File: src/rtl/mbox_pkg.sv
// Shared constants and the sequencer state type for the mailbox engine.
// Assumes a 16-word mailbox with the flag word at offset 0.
package mbox_pkg;

    localparam int MBX_WORDS = 16;
    localparam int OFS_FLAG  = 0;
    localparam int OFS_CODE  = 1;
    localparam int OFS_RET   = 2;
    localparam int OFS_TMO   = 3;
    localparam int OFS_ARG0  = 4;

    // driver-done | driver-busy, and the pattern with firmware-done added
    localparam logic [2:0] FLAG_RAISE    = 3'b011;
    localparam int         FLAG_FW_BIT   = 2;

    typedef enum logic [2:0] {
        ST_IDLE,
        ST_WPARM,
        ST_WFLAG,
        ST_POLL,
        ST_RDALL,
        ST_CLEAR
    } mbx_state_e;

endpackage

File: src/rtl/mbox_image.sv
// Latches the 16-word mailbox image when a request is accepted.
// Word 0 holds the flag-raise pattern, word 2 is zero (never written),
// argument slots at or beyond the argument count are zero-filled.
module mbox_image
    import mbox_pkg::*;
#(
    parameter int DATA_W = 32,
    parameter int NARGS  = 12,
    parameter int ARGC_W = 4
) (
    input  logic                      clk,
    input  logic                      rst_n,
    input  logic                      load,
    input  logic [DATA_W-1:0]         code,
    input  logic [DATA_W-1:0]         timeout,
    input  logic [ARGC_W-1:0]         argc,
    input  logic [NARGS*DATA_W-1:0]   args,
    output logic [MBX_WORDS*DATA_W-1:0] img
);

    // Fixed words of the image.
    assign img[OFS_FLAG*DATA_W +: DATA_W] = DATA_W'(FLAG_RAISE);
    assign img[OFS_RET*DATA_W  +: DATA_W] = '0;

    // Holds code and timeout words of the accepted request.
    always_ff @(posedge clk) begin
        if (!rst_n) begin
            img[OFS_CODE*DATA_W +: DATA_W] <= '0;
            img[OFS_TMO*DATA_W  +: DATA_W] <= '0;
        end else if (load) begin
            img[OFS_CODE*DATA_W +: DATA_W] <= code;
            img[OFS_TMO*DATA_W  +: DATA_W] <= timeout;
        end
    end

    for (genvar j = 0; j < NARGS; j++) begin : g_arg
        // Holds one argument slot, zero when beyond the argument count.
        always_ff @(posedge clk) begin
            if (!rst_n) begin
                img[(OFS_ARG0+j)*DATA_W +: DATA_W] <= '0;
            end else if (load) begin
                img[(OFS_ARG0+j)*DATA_W +: DATA_W] <=
                    (ARGC_W'(j) < argc) ? args[j*DATA_W +: DATA_W] : '0;
            end
        end
    end

endmodule

File: src/rtl/mbox_poll_guard.sv
// Counts flag polls that find the far side still working and flags the
// poll that reaches the limit. A limit of zero behaves as one.
// Assumes the limit is stable while polling.
module mbox_poll_guard #(
    parameter int PLIM_W = 16
) (
    input  logic              clk,
    input  logic              rst_n,
    input  logic              clr,
    input  logic              polling,
    input  logic              miss,
    input  logic [PLIM_W-1:0] limit,
    output logic              expire
);

    logic [PLIM_W-1:0] cnt;
    logic [PLIM_W-1:0] lim_eff;
    logic [PLIM_W:0]   next_cnt;

    // Effective limit and the count this miss would reach.
    always_comb begin
        lim_eff  = (limit == '0) ? PLIM_W'(1) : limit;
        next_cnt = {1'b0, cnt} + 1'b1;
        expire   = miss && (next_cnt >= {1'b0, lim_eff});
    end

    // Miss counter, cleared per exchange, frozen at the aborting miss.
    always_ff @(posedge clk) begin
        if (!rst_n || clr) begin
            cnt <= '0;
        end else if (miss && !expire) begin
            cnt <= cnt + 1'b1;
        end
    end

    AST_POLL_BOUNDED: assert property (@(posedge clk) disable iff (!rst_n)
        polling |-> (cnt < lim_eff));

endmodule

File: src/rtl/mbox_capture.sv
// Stores each readback word and compares it with the written image.
// The flag word is compared against the raise pattern plus the
// completion bit; the return-value word never reports a mismatch.
module mbox_capture
    import mbox_pkg::*;
#(
    parameter int DATA_W = 32,
    parameter int IDX_W  = 4
) (
    input  logic                        clk,
    input  logic                        rst_n,
    input  logic                        clr,
    input  logic                        cap_en,
    input  logic [IDX_W-1:0]            cap_idx,
    input  logic [DATA_W-1:0]           cap_data,
    input  logic [MBX_WORDS*DATA_W-1:0] img,
    output logic [MBX_WORDS*DATA_W-1:0] rb_data,
    output logic [MBX_WORDS-1:0]        rb_mismatch
);

    for (genvar k = 0; k < MBX_WORDS; k++) begin : g_word
        logic [DATA_W-1:0] exp_w;

        // Expected readback value for this word.
        always_comb begin
            exp_w = img[k*DATA_W +: DATA_W];
            if (k == OFS_FLAG) exp_w[FLAG_FW_BIT] = 1'b1;
        end

        // Captures the word and its mismatch bit on its readback.
        always_ff @(posedge clk) begin
            if (!rst_n) begin
                rb_data[k*DATA_W +: DATA_W] <= '0;
                rb_mismatch[k]              <= 1'b0;
            end else if (clr) begin
                rb_mismatch[k]              <= 1'b0;
            end else if (cap_en && cap_idx == IDX_W'(k)) begin
                rb_data[k*DATA_W +: DATA_W] <= cap_data;
                rb_mismatch[k]              <= (cap_data != exp_w) && (k != OFS_RET);
            end
        end
    end

endmodule

File: src/rtl/mbox_seq.sv
// Sequencer for one mailbox exchange: parameter writes, flag raise,
// bounded polling, full readback, flag clear. Drives the word bus and
// holds each operation until it is acknowledged.
module mbox_seq
    import mbox_pkg::*;
#(
    parameter int                DATA_W = 32,
    parameter int                ADDR_W = 16,
    parameter int                IDX_W  = 4,
    parameter logic [ADDR_W-1:0] BASE   = 16'h0044
) (
    input  logic                        clk,
    input  logic                        rst_n,
    input  logic                        req_valid,
    input  logic [MBX_WORDS*DATA_W-1:0] img,
    input  logic                        fw_done,
    input  logic                        expire,
    input  logic                        bus_ack,
    output logic                        load,
    output logic                        busy,
    output logic                        done,
    output logic                        hang_err,
    output logic                        guard_clr,
    output logic                        polling,
    output logic                        poll_miss,
    output logic                        cap_en,
    output logic [IDX_W-1:0]            idx,
    output logic                        bus_req,
    output logic                        bus_we,
    output logic [ADDR_W-1:0]           bus_addr,
    output logic [DATA_W-1:0]           bus_wdata
);

    localparam logic [IDX_W-1:0] IDX_LAST = IDX_W'(MBX_WORDS - 1);

    mbx_state_e       state;
    logic [IDX_W-1:0] ofs;

    // Decodes control strobes for the sibling blocks.
    always_comb begin
        busy      = (state != ST_IDLE);
        load      = (state == ST_IDLE) && req_valid;
        guard_clr = (state == ST_WFLAG);
        polling   = (state == ST_POLL);
        poll_miss = polling && bus_ack && !fw_done;
        cap_en    = (state == ST_RDALL) && bus_ack;
    end

    // Drives the current bus operation from the state and index.
    always_comb begin
        bus_req   = busy;
        bus_we    = (state == ST_WPARM) || (state == ST_WFLAG) || (state == ST_CLEAR);
        ofs       = (state == ST_WPARM || state == ST_RDALL) ? idx : IDX_W'(OFS_FLAG);
        bus_addr  = BASE + ADDR_W'(ofs);
        unique case (state)
            ST_WPARM: bus_wdata = img[idx*DATA_W +: DATA_W];
            ST_WFLAG: bus_wdata = DATA_W'(FLAG_RAISE);
            default:  bus_wdata = '0;
        endcase
    end

    // Advances the exchange on each acknowledged operation.
    always_ff @(posedge clk) begin
        if (!rst_n) begin
            state    <= ST_IDLE;
            idx      <= '0;
            done     <= 1'b0;
            hang_err <= 1'b0;
        end else begin
            done <= 1'b0;
            unique case (state)
                ST_IDLE: if (req_valid) begin
                    state    <= ST_WPARM;
                    idx      <= IDX_W'(OFS_CODE);
                    hang_err <= 1'b0;
                end
                ST_WPARM: if (bus_ack) begin
                    if (idx == IDX_LAST)               state <= ST_WFLAG;
                    else if (idx == IDX_W'(OFS_CODE))  idx   <= IDX_W'(OFS_TMO);
                    else                               idx   <= idx + 1'b1;
                end
                ST_WFLAG: if (bus_ack) state <= ST_POLL;
                ST_POLL: if (bus_ack) begin
                    if (fw_done) begin
                        state <= ST_RDALL;
                        idx   <= '0;
                    end else if (expire) begin
                        state    <= ST_IDLE;
                        done     <= 1'b1;
                        hang_err <= 1'b1;
                    end
                end
                ST_RDALL: if (bus_ack) begin
                    if (idx == IDX_LAST) state <= ST_CLEAR;
                    else                 idx   <= idx + 1'b1;
                end
                ST_CLEAR: if (bus_ack) begin
                    state <= ST_IDLE;
                    done  <= 1'b1;
                end
                default: state <= ST_IDLE;
            endcase
        end
    end

    AST_FLAG_AFTER_PARAMS: assert property (@(posedge clk) disable iff (!rst_n)
        (state == ST_WFLAG && $past(state) != ST_WFLAG)
            |-> ($past(state) == ST_WPARM && $past(idx) == IDX_LAST));

    AST_FLAG_RAISED: assert property (@(posedge clk) disable iff (!rst_n)
        (state == ST_POLL && $past(state) == ST_WFLAG)
            |-> $past(bus_ack && bus_we && bus_wdata[2:0] == FLAG_RAISE));

    AST_COMPLETE_SEEN: assert property (@(posedge clk) disable iff (!rst_n)
        (state == ST_RDALL && $past(state) == ST_POLL) |-> $past(fw_done));

    AST_CLEAR_BEFORE_DONE: assert property (@(posedge clk) disable iff (!rst_n)
        (done && !hang_err)
            |-> $past(bus_ack && bus_we && bus_addr == BASE && bus_wdata == '0));

    AST_HANG_FROM_POLL: assert property (@(posedge clk) disable iff (!rst_n)
        (done && hang_err) |-> ($past(state) == ST_POLL && !busy));

    AST_BUSY_ENDS_DONE: assert property (@(posedge clk) disable iff (!rst_n)
        $fell(busy) |-> done);

    AST_DONE_PULSE: assert property (@(posedge clk) disable iff (!rst_n)
        done |=> !done);

    AST_REQ_HELD: assert property (@(posedge clk) disable iff (!rst_n)
        (bus_req && !bus_ack)
            |=> (bus_req && $stable(bus_we) && $stable(bus_addr) && $stable(bus_wdata)));

endmodule

File: src/rtl/mbox_handshake_engine.sv
// Top of the mailbox command handshake engine. Wires the image latch,
// sequencer, poll guard and readback capture together.
// Assumes a single outstanding bus operation and a stable poll limit
// while busy.
module mbox_handshake_engine
    import mbox_pkg::*;
#(
    parameter int                DATA_W = 32,
    parameter int                ADDR_W = 16,
    parameter int                PLIM_W = 16,
    parameter logic [ADDR_W-1:0] BASE   = 16'h0044
) (
    input  logic                        clk,
    input  logic                        rst_n,
    input  logic                        req_valid,
    input  logic [DATA_W-1:0]           req_code,
    input  logic [DATA_W-1:0]           req_timeout,
    input  logic [3:0]                  req_argc,
    input  logic [12*DATA_W-1:0]        req_args,
    input  logic [PLIM_W-1:0]           poll_limit,
    output logic                        busy,
    output logic                        done,
    output logic                        hang_err,
    output logic [16*DATA_W-1:0]        rb_data,
    output logic [15:0]                 rb_mismatch,
    output logic                        bus_req,
    output logic                        bus_we,
    output logic [ADDR_W-1:0]           bus_addr,
    output logic [DATA_W-1:0]           bus_wdata,
    input  logic                        bus_ack,
    input  logic [DATA_W-1:0]           bus_rdata
);

    localparam int NARGS  = MBX_WORDS - OFS_ARG0;
    localparam int IDX_W  = $clog2(MBX_WORDS);
    localparam int ARGC_W = $clog2(NARGS + 1);

    logic                        load;
    logic [MBX_WORDS*DATA_W-1:0] img;
    logic                        guard_clr;
    logic                        polling;
    logic                        poll_miss;
    logic                        expire;
    logic                        cap_en;
    logic [IDX_W-1:0]            idx;
    logic                        fw_done;

    assign fw_done = bus_rdata[FLAG_FW_BIT];

    mbox_image #(.DATA_W(DATA_W), .NARGS(NARGS), .ARGC_W(ARGC_W)) u_image (
        .clk     (clk),
        .rst_n   (rst_n),
        .load    (load),
        .code    (req_code),
        .timeout (req_timeout),
        .argc    (req_argc),
        .args    (req_args),
        .img     (img)
    );

    mbox_seq #(.DATA_W(DATA_W), .ADDR_W(ADDR_W), .IDX_W(IDX_W), .BASE(BASE)) u_seq (
        .clk       (clk),
        .rst_n     (rst_n),
        .req_valid (req_valid),
        .img       (img),
        .fw_done   (fw_done),
        .expire    (expire),
        .bus_ack   (bus_ack),
        .load      (load),
        .busy      (busy),
        .done      (done),
        .hang_err  (hang_err),
        .guard_clr (guard_clr),
        .polling   (polling),
        .poll_miss (poll_miss),
        .cap_en    (cap_en),
        .idx       (idx),
        .bus_req   (bus_req),
        .bus_we    (bus_we),
        .bus_addr  (bus_addr),
        .bus_wdata (bus_wdata)
    );

    mbox_poll_guard #(.PLIM_W(PLIM_W)) u_guard (
        .clk     (clk),
        .rst_n   (rst_n),
        .clr     (guard_clr),
        .polling (polling),
        .miss    (poll_miss),
        .limit   (poll_limit),
        .expire  (expire)
    );

    mbox_capture #(.DATA_W(DATA_W), .IDX_W(IDX_W)) u_capture (
        .clk         (clk),
        .rst_n       (rst_n),
        .clr         (load),
        .cap_en      (cap_en),
        .cap_idx     (idx),
        .cap_data    (bus_rdata),
        .img         (img),
        .rb_data     (rb_data),
        .rb_mismatch (rb_mismatch)
    );

    AST_ACCEPT_IDLE_ONLY: assert property (@(posedge clk) disable iff (!rst_n)
        (busy && req_valid) |=> (busy || done));

endmodule

File: config.mk
export PLATFORM = sky130hd
export DESIGN_NAME = mbox_handshake_engine
export DESIGN_NICKNAME = d
export VERILOG_FILES = /design/src/rtl/mbox_pkg.sv /design/src/rtl/mbox_image.sv /design/src/rtl/mbox_poll_guard.sv /design/src/rtl/mbox_capture.sv /design/src/rtl/mbox_seq.sv /design/src/rtl/mbox_handshake_engine.sv
export SDC_FILE = /design/constraint.sdc
export NUM_CORES = 2
export LEC_CHECK = 0
export BUFFER_PORTS_ARGS = -buffer_cell sky130_fd_sc_hd__buf_4
export CAP_MARGIN = 20
export CORE_AREA = 2 2 417 419
export CTS_CLUSTER_SIZE = 12
export DETAILED_ROUTE_END_ITERATION = 7
export DIE_AREA = 0 0 419 421
export GPL_TIMING_DRIVEN = 0
export PLACE_DENSITY = 0.44
export SLEW_MARGIN = 20
export SYNTH_ARGS = -nofsm -noshare
export SYNTH_HDL_FRONTEND = slang
export SYNTH_HIERARCHICAL = 1
export SYNTH_SLANG_ARGS = --single-unit
File: constraint.sdc
create_clock -name clk -period 8 [get_ports clk]
set_clock_uncertainty 0.05 [all_clocks]
set_input_delay 0.8 -clock clk [delete_from_list [all_inputs] [get_ports clk]]
set_output_delay 0.8 -clock clk [all_outputs]
set_load 0.005 [all_outputs]
After elaboration in Yosys (flattened, before gate mapping)
Index checks and enable logic that the tools add are counted.

storage, ports and cells
  flip-flop bits (word level) = 1000
  bits of input ports = 504
  output and inout bits = 581
  logic and storage cells = 219

operators by class
  add/subtract/negate cells = 4
  order comparisons = 13
  equal/unequal tests = 49
  shifts and indexed selects = 1
  muxes and demuxes = 45
  bitwise operators = 2
  reduce and logical (&&, ||, !) cells = 55

operator list
  kind                                                     number
  variable part select 512 x 10 -> 32 bit                  1
  inequality test 32 bit                                   14
  two-way mux 32 bit                                       12
  case mux 32 bit (2 select lines)                         1
  two-way mux 4 bit                                        9
  equality test 4 bit (second input constant)              8
  inequality test 32 x 3 -> 1 bit (second input constant)  1
  AND reduction 2 bit                                      16
  two-way mux 3 bit                                        10
  logical AND 1 bit                                        22
  inequality test 2 bit (second input constant)            10
  case mux 3 bit (6 select lines)                          1
  adder 16 x 1 -> 17 bit (second input constant)           1
  >= comparator 17 x 16 -> 1 bit                           1
  adder 16 x 1 -> 16 bit (second input constant)           1
  equality test 4 x 3 -> 1 bit (second input constant)     4
  zero test 16 bit                                         1
  < comparator 3 x 4 -> 1 bit (first input constant)       4
  < comparator 4 bit (first input constant)                4
  two-way mux 16 bit                                       1
  case mux 4 bit (4 select lines)                          1
  AND reduction 9 bit                                      1
  adder 7 x 4 -> 8 bit (first input constant)              1
  equality test 4 x 2 -> 1 bit (second input constant)     2
  22 further kinds                                         42

Longest topological paths before layout
  depth after elaboration = 8
  mapped depth = 16
  gate-level depth less buffers = 16

By module
Netlist, hierarchy kept.

by module, submodules not included
  module           times used  cells an instance  area each (um^2)  sequential area each (um^2)
  mbox_capture     1           3108               25470.7           10550.1
  mbox_image       1           1213               14900.5           8968.6
  mbox_seq         1           491                5054.8            180.2
  mbox_poll_guard  1           188                1438.9            320.3

Worst setup path before layout
No wires, ideal clock.

  path kind = register to register
  from = register u_guard.cnt[0]
  to = register u_seq.state[0]
  setup time = 0.070 ns
  data arrival time = 3.247 ns
  data required time = 7.880 ns
  slack = 4.633 ns
  cell stages (with the launch flop) = 16
  buffers on the path = 1
  clock period less this slack = 3.367 ns
  cell sequence = dfxtp_1 -> ha_1 -> nand4_1 -> or2_1 -> clkbuf_1 -> xnor2_1 -> ha_1 -> and3_1 -> and2_4 -> a221oi_2 -> nor2_1 -> o21a_1 -> or3_1 -> a21o_1 -> o22a_1 -> a21oi_1

on the way
  word-level cells in the longest chain between the ends = 5

RTL lines
  item                                             RTL line                     text
  from (decl)                                      mbox_poll_guard.sv:16        logic [PLIM_W-1:0] cnt;
  from (signal assigned)                           mbox_poll_guard.sv:32        cnt <= cnt + 1'b1;
  adder 16 x 1 -> 17 bit                           mbox_poll_guard.sv:23        next_cnt = {1'b0, cnt} + 1'b1;
  named net u_guard.next_cnt[8]                    mbox_poll_guard.sv:18        logic [PLIM_W:0] next_cnt;
  >= comparator 17 x 16 -> 1 bit                   mbox_poll_guard.sv:24        expire = miss && (next_cnt >= {1'b0, lim_eff});
  logical AND 1 bit                                mbox_poll_guard.sv:24
  named net expire                                 mbox_handshake_engine.sv:43  logic expire;
  inequality test 3 x 2 -> 1 bit (no source line)  n/a
  AND reduction 9 bit (no source line)             n/a
  to (signal assigned)                             mbox_seq.sv:65               state <= ST_IDLE;
  to (signal assigned)                             mbox_seq.sv:73               state <= ST_WPARM;
  to (signal assigned)                             mbox_seq.sv:78               if (idx == IDX_LAST) state <= ST_WFLAG;
  to (decl)                                        mbox_seq.sv:36               mbx_state_e state;

The timed path passes the listed nets, and every way through them passes these cells.
A chain may end at the register's enable or synchronous reset.

Final worst setup path
  from = register u_seq.idx[0]
  to = output bus_wdata[10]

on the way
  word-level cells in the longest chain between the ends = 2

RTL lines
  item                                     RTL line                     text
  from (decl)                              mbox_seq.sv:27               output logic [IDX_W-1:0] idx,
  from (signal assigned)                   mbox_seq.sv:74               idx <= IDX_W'(OFS_CODE);
  from (signal assigned)                   mbox_seq.sv:79               else if (idx == IDX_W'(OFS_CODE)) idx <= IDX_W'(OFS_TMO);
  from (signal assigned)                   mbox_seq.sv:80               else idx <= idx + 1'b1;
  variable part select 512 x 10 -> 32 bit  mbox_seq.sv:56               ST_WPARM: bus_wdata = img[idx*DATA_W +: DATA_W];
  case mux 32 bit (2 select lines)         mbox_seq.sv:55               unique case (state)
  to (decl)                                mbox_handshake_engine.sv:29  output logic [DATA_W-1:0] bus_wdata,

Every way passes these cells.

==> results.yml <==
timing:
  worst-slew-pin-transition_ps: 1263
  tns_ps: 0
  maxSlewViolCount: 0
  hold_viol: 0
  holdWs_ps: 185.5
  maxSlewHeadroom_pct: 15.77
  fmax_mhz: 189.0
  setup_viol: 0
  layout_min_cycle_time_ps: 5290
  period_share_pct: 66.13
  rsz0062_at_grt: "no"
placement:
  numPortBuffers: 1041
  post-dp-hpwl_um: 254000
  finalWeightedCongestion: 0.9872
global_routing:
  grt_pass1_wl_um: 404500
  track_usage_pct: 34.10
  grt_max_degree: 19
  grt_pass1_vias: 42689
  overflow: 0
  antenna_found_initial: 32
setup_path:
  slowest_delay_ps: 660
  arrival_ps: 4440
  crit_required_ps: 7150
  rrSetupSlack_ps: 4110
  crit_top_cell: "buf_6"
  crit_path_cell_trace: "buf_6, buf_6, buf_6, buf_6, mux2i_1, nand2_1, a32oi_1, o211ai_1, buf_4"
  timing_worst_setup_path_type: "register to output pin"
  cp_num_buf_inv: 5
  cp_max_fo: 10
  slowest_stage: "dfxtp_1"
  startpoint_type: "register"
  end_kind: "output pin"
  cpLargestDelayFamily: "buffers and inverters"
finish:
  final_cell_mix: "buf_4, nand2_1, dfxtp_1"
  finalNetCount: 6765
  seqCellArea_mm2: 0.02002
  multi_input_area_mm2: 0.02402
  drive_gt1_share_pct: 27.62
  layout.cells.most_common: "buf_4"
  area_growth_pct: 32.66
  fillers: 17812
power:
  peakVddDrop_uv: 179.9
  p_leak_uw: 0.02510
  p_per_area_mw_per_mm2: 221.5
  power_uw: 13770
floorplanning:
  rows: 153
  initial_utilization_pct: 27.17
  die_area_mm2: 0.1764
  die_width_um: 419
  pin_count: 1085
  coreArea_mm2: 0.1725
  die_y_um: 421
clock_tree:
  cts_max_path_buffers: 3
  htreeDepth: 3
  clockRootBuffer: "clkbuf_16"
  path_clk_slew_ps: 60
  clk_latency_ps: 760
  cts_sinks: 1000
  postCtsSetupBuffers: 0
  ctsResizeCount: 0
  cts_tree: "built"
  cts_buffers: 120
  cts_hold_buf: 0
status:
  status: "finished clean"
route:
  dr.pass1.iters: 6
  wl_met1_um: 124600
  dr_wl_met2_um: 143700
  ant_nets: 0
  drc: 0
  top_layer_used: "met5"
  wl_per_cell_um: 35.97
  drtIter0Drc: 4400
  wirelength_um: 312100
  routed-via-count: 44619
  via_per_inst: 5.143
  dr_wl_met3_um: 19530
run:
  maxCapViolations: 0
logic_synthesis:
  syn_area_mm2: 0.04686
  synth_warnings: 6
  syn-instance-count: 4999
  syn_area_per_cell_um2: 9.374
hold_path:
  hold_path_class: "primary input to register"
## worst register-to-register path, cell delays in order, from the launching register on
cell and delay (ps):
dfxtp_1 470, ha_1 300, nand4_1 200, or2_1 250
clkbuf_1 160, xnor2_1 230, ha_1 290, and3_1 210
and2_4 170, a221oi_2 240, nor2_1 100, o21a_1 260
or3_1 360, a21o_1 190, o22a_1 180, a21oi_1 140
## stage by stage
stage | setup WS, ps | utilization (%) | instance area (um2) | cells
3_3_place_gp | 2910 | 33.54 | 57850 | 8436
4_1_cts | 2778 | 36.02 | 62120 | 8658
3_5_place_dp | 3592 | 33.68 | 58100 | 8444
5_1_grt | 2810 | 36.03 | 62150 | 8671
2_1_floorplan | 4633 | - | 47130 | 5070
6_report | 2710 | 36.04 | 62160 | 8676
## registers in the layout (all words and copies together), names as in the netlist
signal	count
u_capture/rb_data	512
u_capture/rb_mismatch	15
u_guard/cnt	16
u_image/img	448
u_seq/done	1
u_seq/hang_err	1
u_seq/idx	4
u_seq/state	3
## metal layers
metal / vias to the layer above / track usage (%)
li1: 19678 / -
met1: 22213 / 41.44
met2: 2137 / 55.05
met3: 581 / 5.696
met4: 10 / 23.13
met5: - / 0
## area by class of cell
cell class                      instances  share of cell area, %
Tap cell                             2325                  4.680
Buffer                                549                  4.917
Clock inverter                         35                 0.8152
Sequential cell                      1000                  32.20
Inverter                               28                 0.1691
Antenna cell                           18                0.07246
Multi-Input combinational cell       3493                  38.63
Clock buffer                          179                  5.656
Timing Repair Buffer                 1049                  12.86
## report_power, final
group	switching, uW	internal (uW)	total, uW
registers	359	5180	5530
logic	1600	977	2580
clock network	2390	3260	5650
total	4360	9410	13800
## worst paths after layout
check | cells after the start | from | end
worst max register to register | 15 | u_guard/cnt[0]$_SDFFE_PP0P_ | u_seq/state[0]$_SDFFE_PN0P_
worst max-delay path | 9 | u_seq/idx[0]$_SDFFE_PN0P_ | bus_wdata[10]
worst min register to register | 2 | u_capture/rb_data[28]$_SDFFE_PN0P_ | u_capture/rb_data[28]$_SDFFE_PN0P_
worst min-delay path | 2 | req_args[5] | u_image/img[133]$_SDFFE_PN0P_
Note: power is estimated with default switching activity, not from simulation.
